## src/rtl/rfsh_pkg.sv

```systemverilog
package rfsh_pkg;

    localparam int unsigned DEF_ROW_W  = 12;
    localparam int unsigned DEF_BASE_W = 7;
    localparam int unsigned DEF_CNT_W  = 9;
    localparam int unsigned DEF_DATA_W = 16;

    // Intervals below this value are treated as disabled.
    localparam int unsigned MIN_INTERVAL = 2;

    typedef enum logic [1:0] {
        SEL_BASE = 2'd0,
        SEL_IVAL = 2'd1,
        SEL_CTRL = 2'd2,
        SEL_NONE = 2'd3
    } reg_sel_e;

    // Bit of the control register that gates the interval counter.
    localparam int unsigned CTRL_EN_BIT = 0;

endpackage

```

## src/rtl/rfsh_cfg_regs.sv

```systemverilog
module rfsh_cfg_regs
    import rfsh_pkg::*;
#(
    parameter int unsigned BASE_W = DEF_BASE_W,
    parameter int unsigned CNT_W  = DEF_CNT_W,
    parameter int unsigned DATA_W = DEF_DATA_W
) (
    input  logic              clk,
    input  logic              rst,
    input  logic              we,
    input  logic [1:0]        sel,
    input  logic [DATA_W-1:0] wdata,
    output logic [BASE_W-1:0] base,
    output logic [CNT_W-1:0]  ival,
    output logic              en
);

    reg_sel_e sel_e;
    assign sel_e = reg_sel_e'(sel);

    always_ff @(posedge clk) begin
        if (rst) begin
            base <= '0;
            ival <= '0;
            en   <= 1'b0;
        end else if (we) begin
            case (sel_e)
                SEL_BASE: base <= wdata[BASE_W-1:0];
                SEL_IVAL: ival <= wdata[CNT_W-1:0];
                SEL_CTRL: en   <= wdata[CTRL_EN_BIT];
                default:  ;
            endcase
        end
    end

endmodule

```

## src/rtl/rfsh_interval_timer.sv

```systemverilog
module rfsh_interval_timer #(
    parameter int unsigned CNT_W = 9
) (
    input  logic             clk,
    input  logic             rst,
    input  logic             active,
    input  logic [CNT_W-1:0] ival,
    output logic             expire
);

    localparam logic [CNT_W-1:0] ONE = CNT_W'(1);

    logic [CNT_W-1:0] cnt_q;

    // The last clock of each interval is the one where the count reads 1.
    assign expire = active && (cnt_q <= ONE);

    always_ff @(posedge clk) begin
        if (rst) begin
            cnt_q <= '0;
        end else if (!active || (cnt_q <= ONE)) begin
            cnt_q <= ival;
        end else begin
            cnt_q <= cnt_q - ONE;
        end
    end

endmodule

```

## src/rtl/rfsh_row_tracker.sv

```systemverilog
module rfsh_row_tracker #(
    parameter int unsigned ROW_W = 12
) (
    input  logic             clk,
    input  logic             rst,
    input  logic             active,
    input  logic             expire,
    input  logic             ack,
    output logic             pending,
    output logic [ROW_W-1:0] row
);

    logic grant;
    assign grant = pending && ack;

    always_ff @(posedge clk) begin
        if (rst) begin
            pending <= 1'b0;
        end else if (!active) begin
            pending <= 1'b0;
        end else if (expire) begin
            pending <= 1'b1;
        end else if (ack) begin
            pending <= 1'b0;
        end
    end

    always_ff @(posedge clk) begin
        if (rst) begin
            row <= '0;
        end else if (grant) begin
            row <= row + ROW_W'(1);
        end
    end

endmodule

```

## src/rtl/rfsh_refresh_gen.sv

```systemverilog
module rfsh_refresh_gen
    import rfsh_pkg::*;
#(
    parameter int unsigned ROW_W  = DEF_ROW_W,
    parameter int unsigned BASE_W = DEF_BASE_W,
    parameter int unsigned CNT_W  = DEF_CNT_W,
    parameter int unsigned DATA_W = DEF_DATA_W,
    localparam int unsigned ADDR_W = BASE_W + ROW_W + 1
) (
    input  logic              clk,
    input  logic              rst,
    input  logic              reg_we,
    input  logic [1:0]        reg_sel,
    input  logic [DATA_W-1:0] reg_wdata,
    input  logic              rfsh_ack,
    output logic              rfsh_req,
    output logic [ADDR_W-1:0] rfsh_addr,
    output logic              rfsh_bhe,
    output logic [BASE_W-1:0] cfg_base,
    output logic [CNT_W-1:0]  cfg_interval,
    output logic              cfg_enable
);

    logic             active;
    logic             expire;
    logic [ROW_W-1:0] row;

    rfsh_cfg_regs #(
        .BASE_W (BASE_W),
        .CNT_W  (CNT_W),
        .DATA_W (DATA_W)
    ) cfg_i (
        .clk   (clk),
        .rst   (rst),
        .we    (reg_we),
        .sel   (reg_sel),
        .wdata (reg_wdata),
        .base  (cfg_base),
        .ival  (cfg_interval),
        .en    (cfg_enable)
    );

    assign active = cfg_enable && (cfg_interval >= CNT_W'(MIN_INTERVAL));

    rfsh_interval_timer #(
        .CNT_W (CNT_W)
    ) timer_i (
        .clk    (clk),
        .rst    (rst),
        .active (active),
        .ival   (cfg_interval),
        .expire (expire)
    );

    rfsh_row_tracker #(
        .ROW_W (ROW_W)
    ) rows_i (
        .clk     (clk),
        .rst     (rst),
        .active  (active),
        .expire  (expire),
        .ack     (rfsh_ack),
        .pending (rfsh_req),
        .row     (row)
    );

    // Address bit 0 and the high-byte enable both high flag a refresh cycle.
    assign rfsh_addr = {cfg_base, row, 1'b1};
    assign rfsh_bhe  = 1'b1;

endmodule

```

## config.mk

```make
export PLATFORM = sky130hd
export DESIGN_NAME = rfsh_refresh_gen
export DESIGN_NICKNAME = d
export VERILOG_FILES = /design/src/rtl/rfsh_pkg.sv /design/src/rtl/rfsh_cfg_regs.sv /design/src/rtl/rfsh_interval_timer.sv /design/src/rtl/rfsh_row_tracker.sv /design/src/rtl/rfsh_refresh_gen.sv
export SDC_FILE = /design/constraint.sdc
export NUM_CORES = 1
export LEC_CHECK = 0
export BUFFER_PORTS_ARGS = -buffer_cell sky130_fd_sc_hd__buf_2
export CORE_UTILIZATION = 45
export DETAILED_ROUTE_END_ITERATION = 10
export PLACE_DENSITY_LB_ADDON = 0.05
export SLEW_MARGIN = 20
export SYNTH_ARGS = -nofsm -noshare
export SYNTH_HDL_FRONTEND = slang
export SYNTH_SLANG_ARGS = --single-unit
```

## constraint.sdc

```tcl
create_clock -name clk -period 2.79 [get_ports clk]
set_input_delay 0.558 -clock clk [delete_from_list [all_inputs] [get_ports clk]]
set_output_delay 0.558 -clock clk [all_outputs]
set_load 0.05 [all_outputs]
```

Word-level counts from Yosys, hierarchy flattened
Index checks and enable logic that the tools add are counted.
Storage, ports and cells
  bits in registers: 39
  bits in latches: 0
  RAM bits: 0
  bits in read-only memories: 0
  bits of input ports: 22
  output and inout port bits: 39
  word-level logic and storage cells: 27
  memories: 0
Operators by class
  add/subtract/negate cells: 2
  $mul: 0
  div/mod/pow operators: 0
  magnitude comparators: 2
  equality and inequality tests: 2
  shift-type cells: 0
  mux-type cells: 3
  bitwise operators: 1
  reduce and logical (&&, ||, !) cells: 11
Operators with widths (count)
  12-bit by 1-bit adder with 12-bit output (second input constant): 1
  9-bit by 2-bit >= comparator with 1-bit output (second input constant): 1
  9-bit by 1-bit <= comparator with 1-bit output (second input constant): 1
  9-bit two-way mux: 1
  9-bit by 1-bit subtractor with 9-bit output (second input constant): 1
  2-bit AND reduction: 3
  1-bit logical AND: 3
  2-bit by 1-bit == test with 1-bit output (second input constant): 1
  2-bit == test (second input constant): 1
  2-bit logical NOT: 1
  1-bit two-way mux: 2
  2-bit nonzero test: 1
  2-bit OR reduction: 1
  1-bit logical NOT: 1
  1-bit logical OR: 1
  1-bit NOT: 1

Depth between registers and ports, before layout
Gate-level depths: netlist of run 1.
  depth after elaboration: 5
  depth in mapped cells: 6
  depth with buffers taken out: 5

Hierarchy
A second synthesis of run 1 with hierarchy kept.
Unflattened totals
  cell total of the unflattened synthesis: 203
  area, all modules: 1930.6 sq um
Modules (own cells, without submodules)
  rfsh_cfg_regs: instances 1, cells an instance 67, area each 723.2 sq um, seq. area each 340.3 sq um
  rfsh_row_tracker: instances 1, cells an instance 68, area each 595.6 sq um, seq. area each 260.2 sq um
  rfsh_interval_timer: instances 1, cells an instance 55, area each 520.5 sq um, seq. area each 180.2 sq um
  rfsh_refresh_gen: instances 1, cells an instance 13, area each 91.3 sq um, seq. area each 0.0 sq um

Worst setup path before layout of run 1
Ideal clock, no wire load.
  kind: reg2reg
  from: register cfg_i.ival[5]
  to: register timer_i.cnt_q[0]
  library setup time: 0.081 ns
  data arrival time: 1.833 ns
  data required time: 2.709 ns
  path slack: 0.876 ns
  stages on the path, launching flop included: 7
  path buffers: 2
  period minus slack after synthesis: 1.914 ns
  cells stage by stage: dfxtp_1 -> or4_1 -> o21a_1 -> buf_6 -> and2_4 -> buf_6 -> a211oi_2
Between the ends
  cells in the longest elaborated chain, start to end: 5
Ends and longest elaborated chain
  from (decl): RTL line rfsh_cfg_regs.sv:14  | output logic [CNT_W-1:0] ival,
  from (signal assigned): RTL line rfsh_cfg_regs.sv:29  | SEL_IVAL: ival <= wdata[CNT_W-1:0];
  9-bit by 2-bit >= comparator with 1-bit output: RTL line rfsh_refresh_gen.sv:43  | assign active = cfg_enable && (cfg_interval >= CNT_W'(MIN_INTERVAL));
  1-bit logical AND: RTL line rfsh_refresh_gen.sv:43
  1-bit logical NOT
  1-bit logical OR: RTL line rfsh_interval_timer.sv:21  | end else if (!active || (cnt_q <= ONE)) begin
  9-bit two-way mux: RTL line rfsh_interval_timer.sv:21
  to (signal assigned): RTL line rfsh_interval_timer.sv:22  | cnt_q <= ival;
  to (signal assigned): RTL line rfsh_interval_timer.sv:24  | cnt_q <= cnt_q - ONE;
  to (decl): RTL line rfsh_interval_timer.sv:13  | logic [CNT_W-1:0] cnt_q;
Every way passes these cells.
A chain may end at the register's enable or synchronous reset.

Final worst setup path of run 1
  from: register timer_i.cnt_q[5]
  to: register timer_i.cnt_q[1]
Between the ends
  cells in the longest elaborated chain, start to end: 3
Ends and longest elaborated chain (RTL line)
  9-bit by 1-bit <= comparator with 1-bit output: rfsh_interval_timer.sv:21
  1-bit logical OR: rfsh_interval_timer.sv:21
  9-bit two-way mux: rfsh_interval_timer.sv:21
Every way passes these cells.

==> impl_metrics.env, run 1 <==
export IMPL_port_buffers=51
export IMPL_first_global_vias=1394
export IMPL_gp_congestion=0.764
export IMPL_synthArstFlopShare=0
export IMPL_min_delay_path_depth=3
export IMPL_grtUsageTotal=0.190
export IMPL_place_ws_ps=842
export IMPL_die_h_um=65.1
export IMPL_cts_hold_buf=0
export IMPL_wl_per_cell_um=12.7
export IMPL_antenna_left=0
export IMPL_cts_htree_levels=2
export IMPL_crit_buf_inv=0
export IMPL_p_leak_nw=0.939
export IMPL_cts_setup_buffers=0
export IMPL_synth_edff_count=0
export IMPL_syn_area_sq_um=1790
export IMPL_finalHoldViolations=0
export IMPL_layout_drive_gt1_share=0.291
export IMPL_final_common_cell="buf_2"
export IMPL_worstSetupEndpointType="register"
export IMPL_cts_tree="done"
export IMPL_viasPerCell=5.10
export IMPL_finish_net_count=258
export IMPL_core_region_area_sq_um=3740
export IMPL_r2r_start="timer_i.cnt_q[5]$_SDFF_PP0_"
export IMPL_critical_path_class="register to register"
export IMPL_ioPinCount=61
export IMPL_hpwlAfterDp_um=2600
export IMPL_area_growth_pct=16.3
export IMPL_drtIter0Drc=73
export IMPL_grt_ovfl_total=0
export IMPL_worst_pin_slew_ps=807
export IMPL_clockBufferDepth=2
export IMPL_min_to="cfg_i.ival[8]$_SDFFE_PP0P_"
export IMPL_max_slew_margin=0.462
export IMPL_cts_made_buffers=5
export IMPL_die_area_sq_um=4230
export IMPL_reg2reg_depth=4
export IMPL_synth_top_flop_cell="dfxtp_1"
export IMPL_yosys_cell_types_count=31
export IMPL_ys_ff_latch=39
export IMPL_drc=0
export IMPL_drv_cap=0
export IMPL_grt_max_degree=40
export IMPL_final_cell_mix="buf_2, dfxtp_1, nor2_1"
export IMPL_yosysWarnings=0
export IMPL_setup_violations=0
export IMPL_pwr_density_cell_nw_per_um2=524
export IMPL_setup_tns_ps=0
export IMPL_antenna_found_initial=0
export IMPL_arrival_ps=2190
export IMPL_rsz0062_at_grt="no"
export IMPL_clock_sinks=39
export IMPL_crit_family="simple AND/OR/NAND/NOR gates"
export IMPL_clock_latency_ps=290
export IMPL_startpoint_type="register"
export IMPL_drv_slew=0
export IMPL_die_width_um=65.1
export IMPL_crit_fanout=11
export IMPL_r2r_slack_ps=810
export IMPL_cts_reportedPaths_clkPinSlew_ps=80
export IMPL_cp_slowest_cell="o2111ai_1"
export IMPL_worst_path_largest_cell_delay_ps=490
export IMPL_yosysSeqAreaShare=0.436
export IMPL_num_rows=22
export IMPL_start_util=0.478
export IMPL_cts_resized=0
export IMPL_fmax_ghz=0.505
export IMPL_utilization=0.556
export IMPL_grt_pass1_wl_um=6130
export IMPL_r2r_end="timer_i.cnt_q[1]$_SDFF_PP0_"
export IMPL_dr_pass1_iters=6
export IMPL_path_cells="nor4_1 > o2111ai_1 > and2_4 > a211oi_2"
export IMPL_avgSynthCellArea_sq_um=9.37
export IMPL_min_delay_start="reg_wdata[8]"
export IMPL_num_antenna_cells=0
export IMPL_vias=1437
export IMPL_final_setup_worst_slack_ps=810
export IMPL_status="finished clean"
export IMPL_ir_drop_v=0.000319
export IMPL_timing_final_crit_share=0.710
export IMPL_root_buffer="clkbuf_8"
export IMPL_syn_inst=191
export IMPL_finalCriticalPeriod_ps=1980
export IMPL_routed_wl_um=3590
export IMPL_skew_ps=5.35
export IMPL_required_ps=3000
export IMPL_hold_path_class="input port to register"
-- worst register-to-register path: stages (launching register included) --
cell       delay, ps
dfxtp_1          340
nor4_1           440
o2111ai_1        500
and2_4           400
a211oi_2         220
-- synth_stat cells (2+ instances only) --
master | instances | area share
nor3_1 | 4 | 0.011
a211oi_2 | 8 | 0.056
dfxtp_1 | 39 | 0.44
a21oi_1 | 12 | 0.034
nor4_1 | 4 | 0.014
xor2_1 | 4 | 0.020
ha_1 | 3 | 0.021
buf_4 | 9 | 0.038
or4_1 | 3 | 0.013
clkbuf_1 | 6 | 0.013
nand3b_1 | 2 | 0.0084
mux2i_1 | 17 | 0.095
nand3_1 | 6 | 0.017
or3_1 | 2 | 0.0070
o21ai_0 | 3 | 0.0084
nand2_1 | 7 | 0.015
nand4_1 | 3 | 0.010
nor2_1 | 31 | 0.065
inv_1 | 5 | 0.010
xnor2_1 | 11 | 0.054
buf_6 | 2 | 0.013
-- worst max-delay path by stage --
stage	cells past startpoint	endpoint	from	slack, ps
2_1_floorplan	6	timer_i.cnt_q[0]$_SDFF_PP0_	cfg_i.ival[5]$_SDFFE_PP0P_	880
3_3_place_gp	4	timer_i.cnt_q[1]$_SDFF_PP0_	timer_i.cnt_q[4]$_SDFF_PP0_	870
3_5_place_dp	4	timer_i.cnt_q[1]$_SDFF_PP0_	timer_i.cnt_q[5]$_SDFF_PP0_	840
4_1_cts	4	timer_i.cnt_q[1]$_SDFF_PP0_	timer_i.cnt_q[4]$_SDFF_PP0_	820
5_1_grt	4	timer_i.cnt_q[1]$_SDFF_PP0_	timer_i.cnt_q[4]$_SDFF_PP0_	610
6_report	4	timer_i.cnt_q[1]$_SDFF_PP0_	timer_i.cnt_q[5]$_SDFF_PP0_	810
-- routing by layer --
metal / track usage / share of wire / vias up
li1: - / - / 732
met1: 0.240 / 0.50 / 659
met2: 0.294 / 0.43 / 39
met3: 0.0669 / 0.051 / 7
met4: 0.0734 / 0.016 / 0
met5: 0 / 0 / -
-- layout make-up --
| type | instances | area [sq um] |
|---|---|---|
| sequential | 39 | 781 |
| clock buffer | 7 | 76.3 |
| tap | 48 | 60.1 |
| multi-input combinational | 130 | 877 |
| inverter | 5 | 18.8 |
| timing repair buffer | 52 | 263 |
| fill | 372 | 1660 |
| clock inverter | 1 | 5.00 |
-- power breakdown --
part | internal [mW] | total [mW] | leakage (nW) | switching [mW]
sequential | 0.568 | 0.579 | 0.316 | 0.0104
combinational | 0.0442 | 0.148 | 0.581 | 0.104
clock | 0.175 | 0.365 | 0.0422 | 0.189
total | 0.788 | 1.09 | 0.939 | 0.304
-- state kept, by name (all words and copies together) (netlist names) --
signal	count
rows_i.pending	1
cfg_i.base	7
cfg_i.en	1
cfg_i.ival	9
rows_i.row	12
timer_i.cnt_q	9
-- logic make-up after synthesis --
family                   Yosys count  synth area share
other                              1           0.00210
XOR/XNOR                          15            0.0734
flip-flops                        39             0.436
AO/OA/AOI/OAI                     28             0.124
AND/OR/NAND/NOR                   65             0.173
buffers and inverters             23            0.0755
multiplexers                      17            0.0951
adder cells (fa/ha/maj)            3            0.0210
-- per-stage QoR --
step | instances | power [mW] | hold slack [ps] | instance area (sq um)
after CTS | 282 | 1.10 | 508 | 2080
final | 282 | 1.09 | 512 | 2080
after global routing | 282 | 1.14 | 508 | 2080
after detailed placement | 274 | 0.740 | 503 | 2000
after floorplan | 192 | 0.711 | 516 | 1790
after global placement | 274 | 0.737 | 475 | 2000
Power figures use the tool's default switching activity.
==> inputs of run 2 (changes only) <==
- ABC_AREA: unset -> 1
- clock period: 2.79 -> 2.1 ns (I/O delays scaled with it)
==> run 2 against run 1 <==
  * Via count up 27%
  * Register-to-register slack worse by 180 ps
  * Die area up 9.6%
  * Largest cell class unchanged
  * Utilization up 0.79 points
  * Critical path depth up 5
  * Fmax up 35%
  * Global-route usage up 0.67 points
  * Sequential power up 36%
  * Clock power up 34%
  * Clock-buffer cell count down 2
  * Critical path type unchanged
==> impl_metrics.env, run 2 <==
export IMPL_hold_path_class="input port to register"
export IMPL_die_area_sq_um=4640
export IMPL_vias=1821
export IMPL_setup_violations=0
export IMPL_area_growth_pct=17.1
export IMPL_cts_htree_levels=2
export IMPL_syn_inst=285
export IMPL_final_common_cell="nor2_1"
export IMPL_syn_area_sq_um=1970
export IMPL_ys_ff_latch=39
export IMPL_gp_congestion=0.782
export IMPL_arrival_ps=1650
export IMPL_antenna_left=0
export IMPL_routed_wl_um=4180
export IMPL_grt_ovfl_total=0
export IMPL_drtIter0Drc=35
export IMPL_required_ps=2280
export IMPL_avgSynthCellArea_sq_um=6.90
export IMPL_yosysWarnings=0
export IMPL_ir_drop_v=0.000444
export IMPL_synth_top_area_share=0.397
export IMPL_p_leak_nw=1.11
export IMPL_top_regs="rows_i.row: 12 flops, cfg_i.ival: 9 flops, timer_i.cnt_q: 9 flops"
export IMPL_swShare=0.321
export IMPL_root_buffer="clkbuf_8"
export IMPL_intPower_mw=1.09
export IMPL_r2r_end="timer_i.cnt_q[8]$_SDFF_PP0_"
export IMPL_skew_ps=4.86
export IMPL_regMostFlops="rows_i.row"
export IMPL_min_to="cfg_i.ival[4]$_SDFFE_PP0P_"
export IMPL_synth_edff_count=0
export IMPL_cts_tree="done"
export IMPL_viasPerCell=4.74
export IMPL_synth_top_flop_cell="dfxtp_1"
export IMPL_layout_drive_gt1_share=0.249
export IMPL_hpwlAfterDp_um=3210
export IMPL_cts_reportedPaths_clkPinSlew_ps=80
export IMPL_clockBufferDepth=2
export IMPL_synthTopCellsByCount="nor2_1, nand2_1, dfxtp_1"
export IMPL_worstSetupEndpointType="register"
export IMPL_startpoint_type="register"
export IMPL_critical_path_class="register to register"
export IMPL_port_buffers=51
export IMPL_start_util=0.481
export IMPL_combPwrFrac=0.201
export IMPL_fmax_ghz=0.681
export IMPL_setup_tns_ps=0
export IMPL_final_cell_mix="nor2_1, nand2_1, buf_2"
export IMPL_reg2reg_depth=9
export IMPL_rsz0062_at_grt="no"
export IMPL_synth_largest_area_cell="dfxtp_1"
export IMPL_cts_made_buffers=5
export IMPL_crit_fanout=5
export IMPL_synth_most_common_cell="nor2_1"
export IMPL_num_antenna_cells=0
export IMPL_synthArstFlopShare=0
export IMPL_status="finished clean"
export IMPL_clock_latency_ps=290
export IMPL_die_width_um=68.1
export IMPL_grt_max_degree=19
export IMPL_clock_sinks=39
export IMPL_first_global_vias=1540
export IMPL_yosys_cell_types_count=29
export IMPL_place_ws_ps=641
export IMPL_grtUsageTotal=0.197
export IMPL_die_h_um=68.1
export IMPL_drv_slew=0
export IMPL_num_rows=23
export IMPL_timing_final_crit_share=0.700
export IMPL_r2r_start="timer_i.cnt_q[0]$_SDFF_PP0_"
export IMPL_ioPinCount=61
export IMPL_r2r_slack_ps=630
export IMPL_min_delay_start="reg_wdata[4]"
export IMPL_largest_reg_flops=12
export IMPL_cts_setup_buffers=0
export IMPL_core_region_area_sq_um=4090
export IMPL_dr_pass1_iters=5
export IMPL_final_setup_worst_slack_ps=631
export IMPL_finish_net_count=358
export IMPL_antenna_found_initial=0
export IMPL_p_sw_uw=512
export IMPL_finalCriticalPeriod_ps=1470
export IMPL_grt_pass1_wl_um=6790
export IMPL_finalHoldViolations=0
export IMPL_cts_hold_buf=0
export IMPL_clkPwrFrac=0.305
export IMPL_wl_per_cell_um=10.9
export IMPL_drc=0
export IMPL_cts_resized=0
export IMPL_yosysSeqAreaShare=0.397
export IMPL_min_delay_path_depth=3
export IMPL_pwr_density_cell_nw_per_um2=694
export IMPL_drv_cap=0
export IMPL_ys_top_cells_by_area="dfxtp_1, nor2_1, nand2_1"
export IMPL_power_frac_seq=0.494
[run 2: cell types whose count changed after synthesis, moves of 4 or more]
cell | before | now
nand3_1 | 6 | 14
mux2i_1 | 17 | 0
xnor2_1 | 11 | 1
nor2_1 | 31 | 64
o21ai_0 | 3 | 25
a211oi_2 | 8 | 0
inv_2 | 0 | 4
nand2_1 | 7 | 53
nor4_1 | 4 | 0
clkbuf_1 | 6 | 2
inv_1 | 5 | 30
[run 2: how the worst max path moves through the flow]
stage | startpoint | endpoint | cells after the start
global placement | timer_i.cnt_q[0]$_SDFF_PP0_ | timer_i.cnt_q[8]$_SDFF_PP0_ | 9
finish | timer_i.cnt_q[0]$_SDFF_PP0_ | timer_i.cnt_q[8]$_SDFF_PP0_ | 9
detailed placement | timer_i.cnt_q[0]$_SDFF_PP0_ | timer_i.cnt_q[8]$_SDFF_PP0_ | 9
global route | timer_i.cnt_q[0]$_SDFF_PP0_ | timer_i.cnt_q[4]$_SDFF_PP0_ | 10
CTS | timer_i.cnt_q[0]$_SDFF_PP0_ | timer_i.cnt_q[8]$_SDFF_PP0_ | 9
floorplan | rows_i.row[1]$_SDFFE_PP0P_ | rows_i.row[8]$_SDFFE_PP0P_ | 6
[run 2: critical path, stage by stage, from the launching register on]
cell	delay (ps)
dfxtp_1	320
inv_1	140
ha_1	270
nand2_1	90
nor2_1	210
nand3_1	100
nand2_1	80
nand3_1	60
nand2_1	60
nor2_1	30
[run 2: cell families after synthesis]
| family | count (synthesis) | share of synthesized area |
|---|---|---|
| AOI/OAI and AO/OA | 41 | 0.113 |
| xor gates and xnor gates | 2 | 0.00891 |
| adders and majority gates | 3 | 0.0191 |
| buffers and inverters | 47 | 0.107 |
| DFF | 39 | 0.397 |
| other | 1 | 0.00191 |
| and+or+nand+nor | 152 | 0.353 |
[run 2: area by class of cell]
| class | instances | area (sq um) |
|---|---|---|
| flip-flops and latches | 39 | 781 |
| clock buffers | 5 | 68.8 |
| clock inverters | 3 | 15.0 |
| well taps | 50 | 62.6 |
| repair buffers | 53 | 270 |
| multi-input cells | 200 | 978 |
| fillers | 420 | 1780 |
| inverters | 34 | 128 |
[run 2: routing by layer]
metal | GRT usage | wire [um] | share of wire
met1 | 0.252 | 2030 | 0.49
met2 | 0.324 | 1970 | 0.47
met3 | 0.0367 | 146 | 0.035
met4 | 0.0781 | 36 | 0.0086
met5 | 0 | 0 | 0
[run 2: power by group through the flow]
stage	combinational, mW	sequential (mW)	clock [mW]
floorplan	0.201	0.864	0
global placement	0.321	0.806	0
detailed placement	0.323	0.806	0
CTS	0.324	0.789	0.503
global route	0.358	0.792	0.529
finish	0.321	0.789	0.488
[run 2: stage by stage]
| step | instance area [sq um] | total power [mW] | hold WS [ps] | utilization | std cells |
|---|---|---|---|---|---|
| after floorplan | 1970 | 1.06 | 563 | - | 286 |
| after global placement | 2220 | 1.13 | 472 | 0.543 | 376 |
| after detailed placement | 2220 | 1.13 | 470 | 0.543 | 376 |
| after CTS | 2300 | 1.62 | 388 | 0.564 | 384 |
| after global routing | 2300 | 1.68 | 411 | 0.564 | 384 |
| final | 2300 | 1.60 | 394 | 0.564 | 384 |
==> inputs of run 3 (changes only) <==
- clock period: 2.1 -> 1.2 ns (I/O delays scaled with it)
==> run 3 against run 2 <==
  * The run now ends with negative setup slack left
  * Via count grew 6.5%
  * Design area up 21%
  * Clock power rose by 76%
  * Critical endpoint is now timer_i.cnt_q[0]$_SDFF_PP0_
  * Wire length up 8.9%
  * Final cell count increased by 6.5%
  * Critical path type unchanged
  * Global-route usage up 1.6 points
  * Sequential power increased by 72%
==> impl_metrics.env, run 3 (synthesis results as in run 2) <==
export IMPL_viasPerCell=4.74
export IMPL_hold_path_class="input port to register"
export IMPL_die_h_um=68.1
export IMPL_rsz0062_at_grt="yes"
export IMPL_ir_drop_v=0.000661
export IMPL_layout_drive_gt1_share=0.426
export IMPL_cp_slowest_cell="dfxtp_4"
export IMPL_final_cell_mix="nor2_1, nand2_1, buf_2"
export IMPL_cts_reportedPaths_clkPinSlew_ps=80
export IMPL_finalHoldViolations=0
export IMPL_drv_slew=0
export IMPL_vias=1940
export IMPL_r2r_end="timer_i.cnt_q[0]$_SDFF_PP0_"
export IMPL_violations="negative setup slack"
export IMPL_grt_pass1_wl_um=7420
export IMPL_status="finished with violations"
export IMPL_cts_hold_buf=0
export IMPL_dr_pass1_iters=4
export IMPL_cts_made_buffers=5
export IMPL_root_buffer="clkbuf_8"
export IMPL_antenna_left=0
export IMPL_area_growth_pct=41.8
export IMPL_p_leak_nw=1.30
export IMPL_min_delay_path_depth=4
export IMPL_skew_ps=6.37
export IMPL_top_regs="rows_i.row: 12 flops, cfg_i.ival: 9 flops, timer_i.cnt_q: 9 flops"
export IMPL_die_area_sq_um=4640
export IMPL_startpoint_type="register"
export IMPL_finalCriticalPeriod_ps=1230
export IMPL_path_cells="inv_4 > ha_4 > nand3_2 > nand2_2 > nand2_4 > nand2_8 > inv_8 > nor2_2 > nor2_1"
export IMPL_setup_tns_ps=-79.0
export IMPL_num_antenna_cells=0
export IMPL_wl_per_cell_um=11.1
export IMPL_gp_congestion=0.812
export IMPL_r2r_slack_ps=-30
export IMPL_first_global_vias=1745
export IMPL_arrival_ps=1420
export IMPL_port_buffers=51
export IMPL_worstSetupEndpointType="register"
export IMPL_worst_path_largest_cell_delay_ps=360
export IMPL_r2r_start="timer_i.cnt_q[1]$_SDFF_PP0_"
export IMPL_pwr_density_cell_nw_per_um2=1060
export IMPL_final_common_cell="nor2_1"
export IMPL_register_area_sq_um=840
export IMPL_cts_tree="done"
export IMPL_grt_max_degree=22
export IMPL_start_util=0.481
export IMPL_drv_cap=0
export IMPL_crit_family="simple AND/OR/NAND/NOR gates"
export IMPL_core_region_area_sq_um=4090
export IMPL_utilization=0.682
export IMPL_die_width_um=68.1
export IMPL_antenna_found_initial=0
export IMPL_regMostFlops="rows_i.row"
export IMPL_n_fill_cell=346
export IMPL_grtUsageTotal=0.212
export IMPL_routed_wl_um=4560
export IMPL_num_rows=23
export IMPL_crit_fanout=8
export IMPL_reg2reg_depth=9
export IMPL_crit_buf_inv=2
export IMPL_power_mw=2.97
export IMPL_fin_cells=409
export IMPL_required_ps=1380
export IMPL_largest_reg_flops=12
export IMPL_fmax_ghz=0.810
export IMPL_timing_final_crit_share=1.03
export IMPL_clockBufferDepth=2
export IMPL_ioPinCount=61
export IMPL_min_delay_start="rfsh_ack"
export IMPL_grt_ovfl_total=0
export IMPL_cts_htree_levels=2
export IMPL_drc=0
export IMPL_hpwlAfterDp_um=3350
export IMPL_stdcell_area_sq_um=2790
export IMPL_clock_latency_ps=290
export IMPL_place_inst=395
export IMPL_setup_violations=3
export IMPL_final_setup_worst_slack_ps=-34.2
export IMPL_clock_sinks=39
export IMPL_finish_net_count=383
export IMPL_dpl_cell_area_sq_um=2430
export IMPL_min_to="rows_i.pending$_SDFFE_PP0P_"
export IMPL_multi_input_area_sq_um=1130
export IMPL_critical_path_class="register to register"
export IMPL_drtIter0Drc=50
## run 3: cell count changes in the layout (fill, tap and decap cells not counted), sizes merged
cell    change
clkbuf      +9
clkinv      -3
buf        +19
## run 3: repair_timing
action | in CTS | in global routing
endpoints found under the setup margin | 13 | 27
hold endpoints to repair | 0 | 0
gates resized for setup | 28 | 38
pin swaps | 11 | 16
buffers inserted | 2 | 4
## run 3: worst reg2reg max path, stage by stage, from the launching register on
cell	delay [ps]
dfxtp_4	360
inv_4	70
ha_4	120
nand3_2	80
nand2_2	100
nand2_4	80
nand2_8	120
inv_8	50
nor2_2	100
nor2_1	50
## run 3: report_power, final
part | switching, mW | internal (mW)
clock | 0.447 | 0.413
combinational | 0.467 | 0.277
sequential | 0.0386 | 1.32
## run 3: worst max path at each step
stage	from	endpoint	depth (start not counted)
floorplan	rows_i.row[4]$_SDFFE_PP0P_	rows_i.row[8]$_SDFFE_PP0P_	7
global placement	timer_i.cnt_q[1]$_SDFF_PP0_	timer_i.cnt_q[0]$_SDFF_PP0_	9
detailed placement	timer_i.cnt_q[1]$_SDFF_PP0_	timer_i.cnt_q[1]$_SDFF_PP0_	9
CTS	timer_i.cnt_q[1]$_SDFF_PP0_	timer_i.cnt_q[0]$_SDFF_PP0_	9
global route	timer_i.cnt_q[1]$_SDFF_PP0_	timer_i.cnt_q[0]$_SDFF_PP0_	9
finish	timer_i.cnt_q[1]$_SDFF_PP0_	timer_i.cnt_q[0]$_SDFF_PP0_	9
## run 3: cell type report
| type | instances | share of cell area |
|---|---|---|
| Multi-Input combinational cell | 200 | 0.406 |
| Inverter | 34 | 0.0493 |
| Sequential cell | 39 | 0.301 |
| Tap cell | 50 | 0.0224 |
| Clock buffer | 8 | 0.0287 |
| Timing Repair Buffer | 78 | 0.192 |
## run 3: through the flow
step / setup WS (ps) / hold WS (ps)
6_report: -34.2 / 217
4_1_cts: -25.6 / 216
3_3_place_gp: -31.9 / 450
3_5_place_dp: -55.5 / 449
2_1_floorplan: -2.91 / 403
5_1_grt: -114 / 241
## run 3: metal layers
layer  global-route usage  routed length [um]  up-vias
met5                    0                   0        -
met4               0.0547                  43        0
met3               0.0483                 165        6
met2                0.379                2340       39
met1                0.253                2010      866
li1                     -                   -     1029
